$ cat src/rtl/pvic_pkg.sv
package pvic_pkg;

   typedef enum logic [1:0] {
      RSP_NONE   = 2'd0,
      RSP_VECTOR = 2'd1,
      RSP_SLAVE  = 2'd2
   } rsp_kind_e;

endpackage

$ cat src/rtl/pvic_prio_find.sv
module pvic_prio_find #(
   parameter int W  = 8,
   parameter int IW = (W > 1) ? $clog2(W) : 1
) (
   input  logic [W-1:0]  bits,
   output logic          found,
   output logic [IW-1:0] idx
);

   always_comb begin
      found = 1'b0;
      idx   = '0;
      for (int i = W - 1; i >= 0; i--) begin
         if (bits[i]) begin
            found = 1'b1;
            idx   = i[IW-1:0];
         end
      end
   end

endmodule

$ cat src/rtl/pvic_req_latch.sv
module pvic_req_latch #(
   parameter int N = 8
) (
   input  logic         clk,
   input  logic         rst_n,
   input  logic [N-1:0] req_in,
   input  logic [N-1:0] clr_mask,
   output logic [N-1:0] pend
);

   logic [N-1:0] prev_q;

   generate
      for (genvar g = 0; g < N; g++) begin : g_line
         logic rise;
         assign rise = req_in[g] & ~prev_q[g];

         always_ff @(posedge clk or negedge rst_n) begin
            if (!rst_n) begin
               prev_q[g] <= 1'b0;
               pend[g]   <= 1'b0;
            end else begin
               prev_q[g] <= req_in[g];
               pend[g]   <= (pend[g] & ~clr_mask[g]) | rise;
            end
         end
      end
   endgenerate

endmodule

$ cat src/rtl/pvic_isr_track.sv
module pvic_isr_track #(
   parameter int N  = 8,
   parameter int IW = 3
) (
   input  logic          clk,
   input  logic          rst_n,
   input  logic          set_en,
   input  logic [IW-1:0] set_idx,
   input  logic          retire,
   input  logic          top_vld,
   input  logic [IW-1:0] top_idx,
   output logic [N-1:0]  insvc
);

   localparam logic [N-1:0] ONE = {{(N-1){1'b0}}, 1'b1};

   logic [N-1:0] set_mask;
   logic [N-1:0] clr_mask;

   assign set_mask = set_en ? (ONE << set_idx) : '0;
   assign clr_mask = (retire && top_vld) ? (ONE << top_idx) : '0;

   always_ff @(posedge clk or negedge rst_n) begin
      if (!rst_n) begin
         insvc <= '0;
      end else begin
         insvc <= (insvc & ~clr_mask) | set_mask;
      end
   end

endmodule

$ cat src/rtl/pvic_vector_out.sv
module pvic_vector_out
   import pvic_pkg::*;
#(
   parameter int  VEC_W       = 8,
   parameter int  IW          = 3,
   parameter bit  CASCADE_EN  = 1'b1,
   parameter int  CASCADE_IDX = 2
) (
   input  logic                clk,
   input  logic                rst_n,
   input  logic                take,
   input  logic [IW-1:0]       win_idx,
   input  logic [VEC_W-IW-1:0] base,
   output logic                vec_oe,
   output logic [VEC_W-1:0]    vec_out,
   output logic                slave_sel
);

   logic      is_cas;
   rsp_kind_e kind_d, kind_q;
   logic [VEC_W-1:0] vec_d, vec_q;

   generate
      if (CASCADE_EN) begin : g_cascade
         assign is_cas = (win_idx == CASCADE_IDX[IW-1:0]);
      end else begin : g_flat
         assign is_cas = 1'b0;
      end
   endgenerate

   always_comb begin
      kind_d = RSP_NONE;
      vec_d  = '0;
      if (take) begin
         if (is_cas) begin
            kind_d = RSP_SLAVE;
         end else begin
            kind_d = RSP_VECTOR;
            vec_d  = {base, win_idx};
         end
      end
   end

   always_ff @(posedge clk or negedge rst_n) begin
      if (!rst_n) begin
         kind_q <= RSP_NONE;
         vec_q  <= '0;
      end else begin
         kind_q <= kind_d;
         vec_q  <= vec_d;
      end
   end

   assign vec_oe    = (kind_q == RSP_VECTOR);
   assign slave_sel = (kind_q == RSP_SLAVE);
   assign vec_out   = vec_oe ? vec_q : '0;

endmodule

$ cat src/rtl/pvic_top.sv
module pvic_top #(
   parameter int NUM_SRC     = 8,
   parameter int VEC_W       = 8,
   parameter bit CASCADE_EN  = 1'b1,
   parameter int CASCADE_IDX = 2
) (
   input  logic                              clk,
   input  logic                              rst_n,
   input  logic [NUM_SRC-1:0]                irq_in,
   input  logic [VEC_W-$clog2(NUM_SRC)-1:0]  vec_base,
   input  logic                              inta,
   input  logic                              eoi,
   output logic                              intr,
   output logic                              vec_oe,
   output logic [VEC_W-1:0]                  vec_out,
   output logic                              slave_sel
);

   localparam int IW = $clog2(NUM_SRC);

   generate
      if (NUM_SRC < 2) begin : g_bad_src
         $error("pvic_top: NUM_SRC must be at least 2");
      end
      if (VEC_W <= IW) begin : g_bad_vec
         $error("pvic_top: VEC_W must exceed the index width");
      end
      if (CASCADE_EN && (CASCADE_IDX < 0 || CASCADE_IDX >= NUM_SRC)) begin : g_bad_cas
         $error("pvic_top: CASCADE_IDX out of range");
      end
   endgenerate

   logic [NUM_SRC-1:0] pend;
   logic [NUM_SRC-1:0] insvc;
   logic [NUM_SRC-1:0] take_mask;
   logic               pend_vld, svc_vld;
   logic [IW-1:0]      pend_idx, svc_idx;
   logic               outranks;
   logic               take;

   pvic_prio_find #(.W(NUM_SRC), .IW(IW)) u_pend_find (
      .bits  (pend),
      .found (pend_vld),
      .idx   (pend_idx)
   );

   pvic_prio_find #(.W(NUM_SRC), .IW(IW)) u_svc_find (
      .bits  (insvc),
      .found (svc_vld),
      .idx   (svc_idx)
   );

   assign outranks  = pend_vld && (!svc_vld || (pend_idx < svc_idx));
   assign intr      = outranks;
   assign take      = inta && outranks;
   assign take_mask = take ? ({{(NUM_SRC-1){1'b0}}, 1'b1} << pend_idx) : '0;

   pvic_req_latch #(.N(NUM_SRC)) u_latch (
      .clk      (clk),
      .rst_n    (rst_n),
      .req_in   (irq_in),
      .clr_mask (take_mask),
      .pend     (pend)
   );

   pvic_isr_track #(.N(NUM_SRC), .IW(IW)) u_isr (
      .clk     (clk),
      .rst_n   (rst_n),
      .set_en  (take),
      .set_idx (pend_idx),
      .retire  (eoi),
      .top_vld (svc_vld),
      .top_idx (svc_idx),
      .insvc   (insvc)
   );

   pvic_vector_out #(
      .VEC_W       (VEC_W),
      .IW          (IW),
      .CASCADE_EN  (CASCADE_EN),
      .CASCADE_IDX (CASCADE_IDX)
   ) u_vec (
      .clk       (clk),
      .rst_n     (rst_n),
      .take      (take),
      .win_idx   (pend_idx),
      .base      (vec_base),
      .vec_oe    (vec_oe),
      .vec_out   (vec_out),
      .slave_sel (slave_sel)
   );

endmodule

$ cat config.mk
export PLATFORM = sky130hd
export DESIGN_NAME = pvic_top
export DESIGN_NICKNAME = d
export VERILOG_FILES = /design/src/rtl/pvic_pkg.sv /design/src/rtl/pvic_prio_find.sv /design/src/rtl/pvic_req_latch.sv /design/src/rtl/pvic_isr_track.sv /design/src/rtl/pvic_vector_out.sv /design/src/rtl/pvic_top.sv
export SDC_FILE = /design/constraint.sdc
export NUM_CORES = 1
export LEC_CHECK = 0
export BUFFER_PORTS_ARGS = -buffer_cell sky130_fd_sc_hd__buf_2
export CORE_ASPECT_RATIO = 0.6
export CORE_MARGIN = 2
export CORE_UTILIZATION = 55
export DETAILED_ROUTE_END_ITERATION = 6
export PLACE_DENSITY = 0.78
export SYNTH_ARGS = -nofsm -noshare
export SYNTH_HDL_FRONTEND = slang
export SYNTH_HIERARCHICAL = 1
export SYNTH_SLANG_ARGS = --single-unit
$ cat constraint.sdc
create_clock -name clk -period 3.3 [get_ports clk]
set_input_delay 0.66 -clock clk [delete_from_list [all_inputs] [get_ports clk]]
set_output_delay 0.66 -clock clk [all_outputs]
set_load 0.02 [all_outputs]
==> impl_results.md <==
- F_max: 341 MHz
- EDFF count, synth: 0
- Critical path class: reg2out
- Count leader, synth: dfrtp_1
- Slew Viols, Final: 0
- Leading area contributor after synthesis: dfrtp_1
- Slowest cell on the critical path: dfrtp_1
- Main flop type after synthesis: dfrtp_1
- Final core occ: 70.3%
- Antenna diodes: 0
- Setup Fix Bufs, Post-CTS: 0
- CP Capture Type: output pin
- Share of the synthesized area in the top cell type: 49.9%
- Cts bufs inserted: 5
- CTS tree: done
- DP Wirelength: 2.58 mm
- Setup violators final: 0
- TNS Setup: 0 ns
- Crit path buf inv count: 2
- GRT overflow: 0
- Synth warn: 6
- Hold endpoint: u_latch/pend[0]
- Detailed Route Iter0 Violations: 127
- Crit path largest cell delay: 0.41 ns
- Residual DRC: 0
- Routed wire length: 3.46 mm
- Antenna violations before repair: 0
- Placer Congestion: 0.984
- Avg Synthesized Cell Area: 9.98 um^2
- Port Buffer Count: 27
- Netlist cell types: 32
- Drt first pass iters: 4
- Min-delay src: u_latch/prev_q[0]
- RSZ-0062 raised after global routing: no
- Status: finished, final reports clean
- Resized Gates After CTS: 0
- Total Routing Usage GR: 21.9%
- Layout cells sized above 1: 28.1%
- Worst Path Required: 2.64 ns
- FFs w/ async S/R, synth: 100%
- Hold Crit Depth: 1
- Slew HR: 51.6%
- Clock Latency Late Sink: 0.27 ns
- Reg2reg path depth: 10
- Post-Syn Nets: 190
- Max-cap violations: 0
- Largest net degree at the start of global routing: 35
- Element type at the critical path start: flop
- Worst setup margin: 0.371 ns
- DIE WIDTH: 75.9 um
- CP delay by family, top: simple AND/OR/NAND/NOR gates
- Number of global-route vias before repair: 1195
- Reg clk slew, reported paths: 0.07 ns
- Via count: 1321
- NetSw: 0.579 mW
- CTS root buf: clkbuf_8
- Worst-Margin Slew: 0.727 ns
- RR Endpoint: u_isr/insvc[0]
- Min Tclk post-route: 2.93 ns
- Worst Path Arrival: 2.27 ns
- Register share of total power: 36.8%
- WL/cell: 13.7 um
- Reg2Reg Setup Slack: 0.64 ns
- Die area: 3580 um^2
- Top post-synthesis cells by area: dfrtp_1 50%, o22ai_2 5.9%, inv_1 4.8%
- Sink Count: 34
- Power share of the clock group: 22.7%
- Synth Cell Area: 1710 um^2
- H-tree Lvls: 2
- First-pass GRT wire length: 5.79 mm
- Placement Cell Area: 1930 um^2
- CTS max path bufs: 2
- Hold Buf Count CTS: 0
- Worst slack, placed: 0.659 ns
- Die Y: 47.2 um
- Worst Clk Skew: 0.00397 ns
- Hold Crit Class: reg2reg
- FF+latch count, synth: 34
- Combinational power share: 40.4%
- Pwr Density: 749 nW/um^2
- Final Hold Vio Count: 0
- Final ANT Viol Nets: 0
- Crit-path cells: nor4_2 -> nor2b_1 -> inv_1 -> ha_1 -> o21ai_0 -> nand2_1 -> nand2_1 -> buf_2
- Sw Ratio: 37.8%
- Post-route cell area: 2040 um^2
- IR drop worst, VDD: 0.468 mV
- Synth Instances: 171
- Starting Density: 58.7%
- DR vias/cell: 5.24
- I/O pins: 28
- Fin crit share: 88.8%
- Synth top cells by count: 34 x dfrtp_1, 22 x inv_1, 19 x nand2_1
- Register area share after synthesis: 49.9%
- Post-layout net count: 228
- Reg-to-Reg Start: u_isr/insvc[3]
- Largest fanout on the critical path: 6
- # rows: 15
- CP most frequent cell: nand2_1
- Pint: 0.952 mW
- Pleak: 1.03 nW
- Core area: 2910 um^2
- Layout area overhead: 19.8%
## placed cells by master (no fill, tap or decap), types with 4 or more instances in the layout
master and n:
dfrtp_1 34, buf_2 27, inv_1 22, nand2_1 19, nor2_1 12, nor2b_1 11, and2_1 10, clkbuf_8 8
o22ai_2 8, a21oi_1 6, buf_4 6, o21ai_0 5, a211oi_1 5, o21ai_1 5, nand3_1 4
## through the flow
stage,power [mW],instances,hold slack (ns)
after floorplan,0.992,171,0.364
after global placement,1.16,244,0.418
after detailed placement,1.19,244,0.420
after CTS,1.54,252,0.433
after global routing,1.65,252,0.445
final,1.53,252,0.429
## flip-flops by register name, summed over array words and instances, names as in the netlist
| register | flops |
|---|---|
| u_latch/prev_q | 8 |
| u_vec/vec_q | 8 |
| u_latch/pend | 8 |
| u_isr/insvc | 8 |
| u_vec/kind_q | 2 |
## cell families (layout without fill, tap and decap cells)
group | Yosys count | count (layout) | synth area share [%]
AND/OR/NAND/NOR | 69 | 69 | 23.2
AO/OA/AOI/OAI | 42 | 42 | 19.9
flip-flops | 34 | 34 | 49.9
buffers and inverters | 24 | 63 | 5.57
adder cells (fa/ha/maj) | 2 | 2 | 1.47
## layer usage
metal | part of all wire [%] | up-vias | global-route usage, %
li1 | - | 659 | -
met1 | 49 | 618 | 31.1
met2 | 42 | 42 | 33.0
met3 | 8.0 | 2 | 8.08
met4 | 0.35 | 0 | 4.36
met5 | 0 | - | 0
## area by class of cell
class	count	area, um^2
Clock buffer	8	110
Timing Repair Buffer	33	180
Inverter	22	82.6
Sequential cell	34	851
Multi-Input combinational cell	113	768
Fill cell	233	865
Tap cell	42	52.6
## worst max path at each step
| stage | from | endpoint | slack [ns] | depth (start not counted) |
|---|---|---|---|---|
| global route | u_isr/insvc[2] | intr | 0.13 | 8 |
| floorplan | u_latch/pend[2] | intr | 0.20 | 4 |
| finish | u_isr/insvc[3] | intr | 0.37 | 8 |
| global placement | u_isr/insvc[3] | intr | 0.72 | 8 |
| CTS | u_isr/insvc[3] | intr | 0.36 | 8 |
| detailed placement | u_isr/insvc[3] | u_isr/insvc[0] | 0.66 | 10 |
## power groups by stage
stage / Combinational, mW / Sequential, mW / Clock, mW
after floorplan: 0.443 / 0.550 / 0
after global placement: 0.597 / 0.565 / 0
after detailed placement: 0.615 / 0.571 / 0
after CTS: 0.620 / 0.564 / 0.361
after global routing: 0.689 / 0.574 / 0.382
final: 0.619 / 0.564 / 0.348
Note: power is estimated with default switching activity, not from simulation.
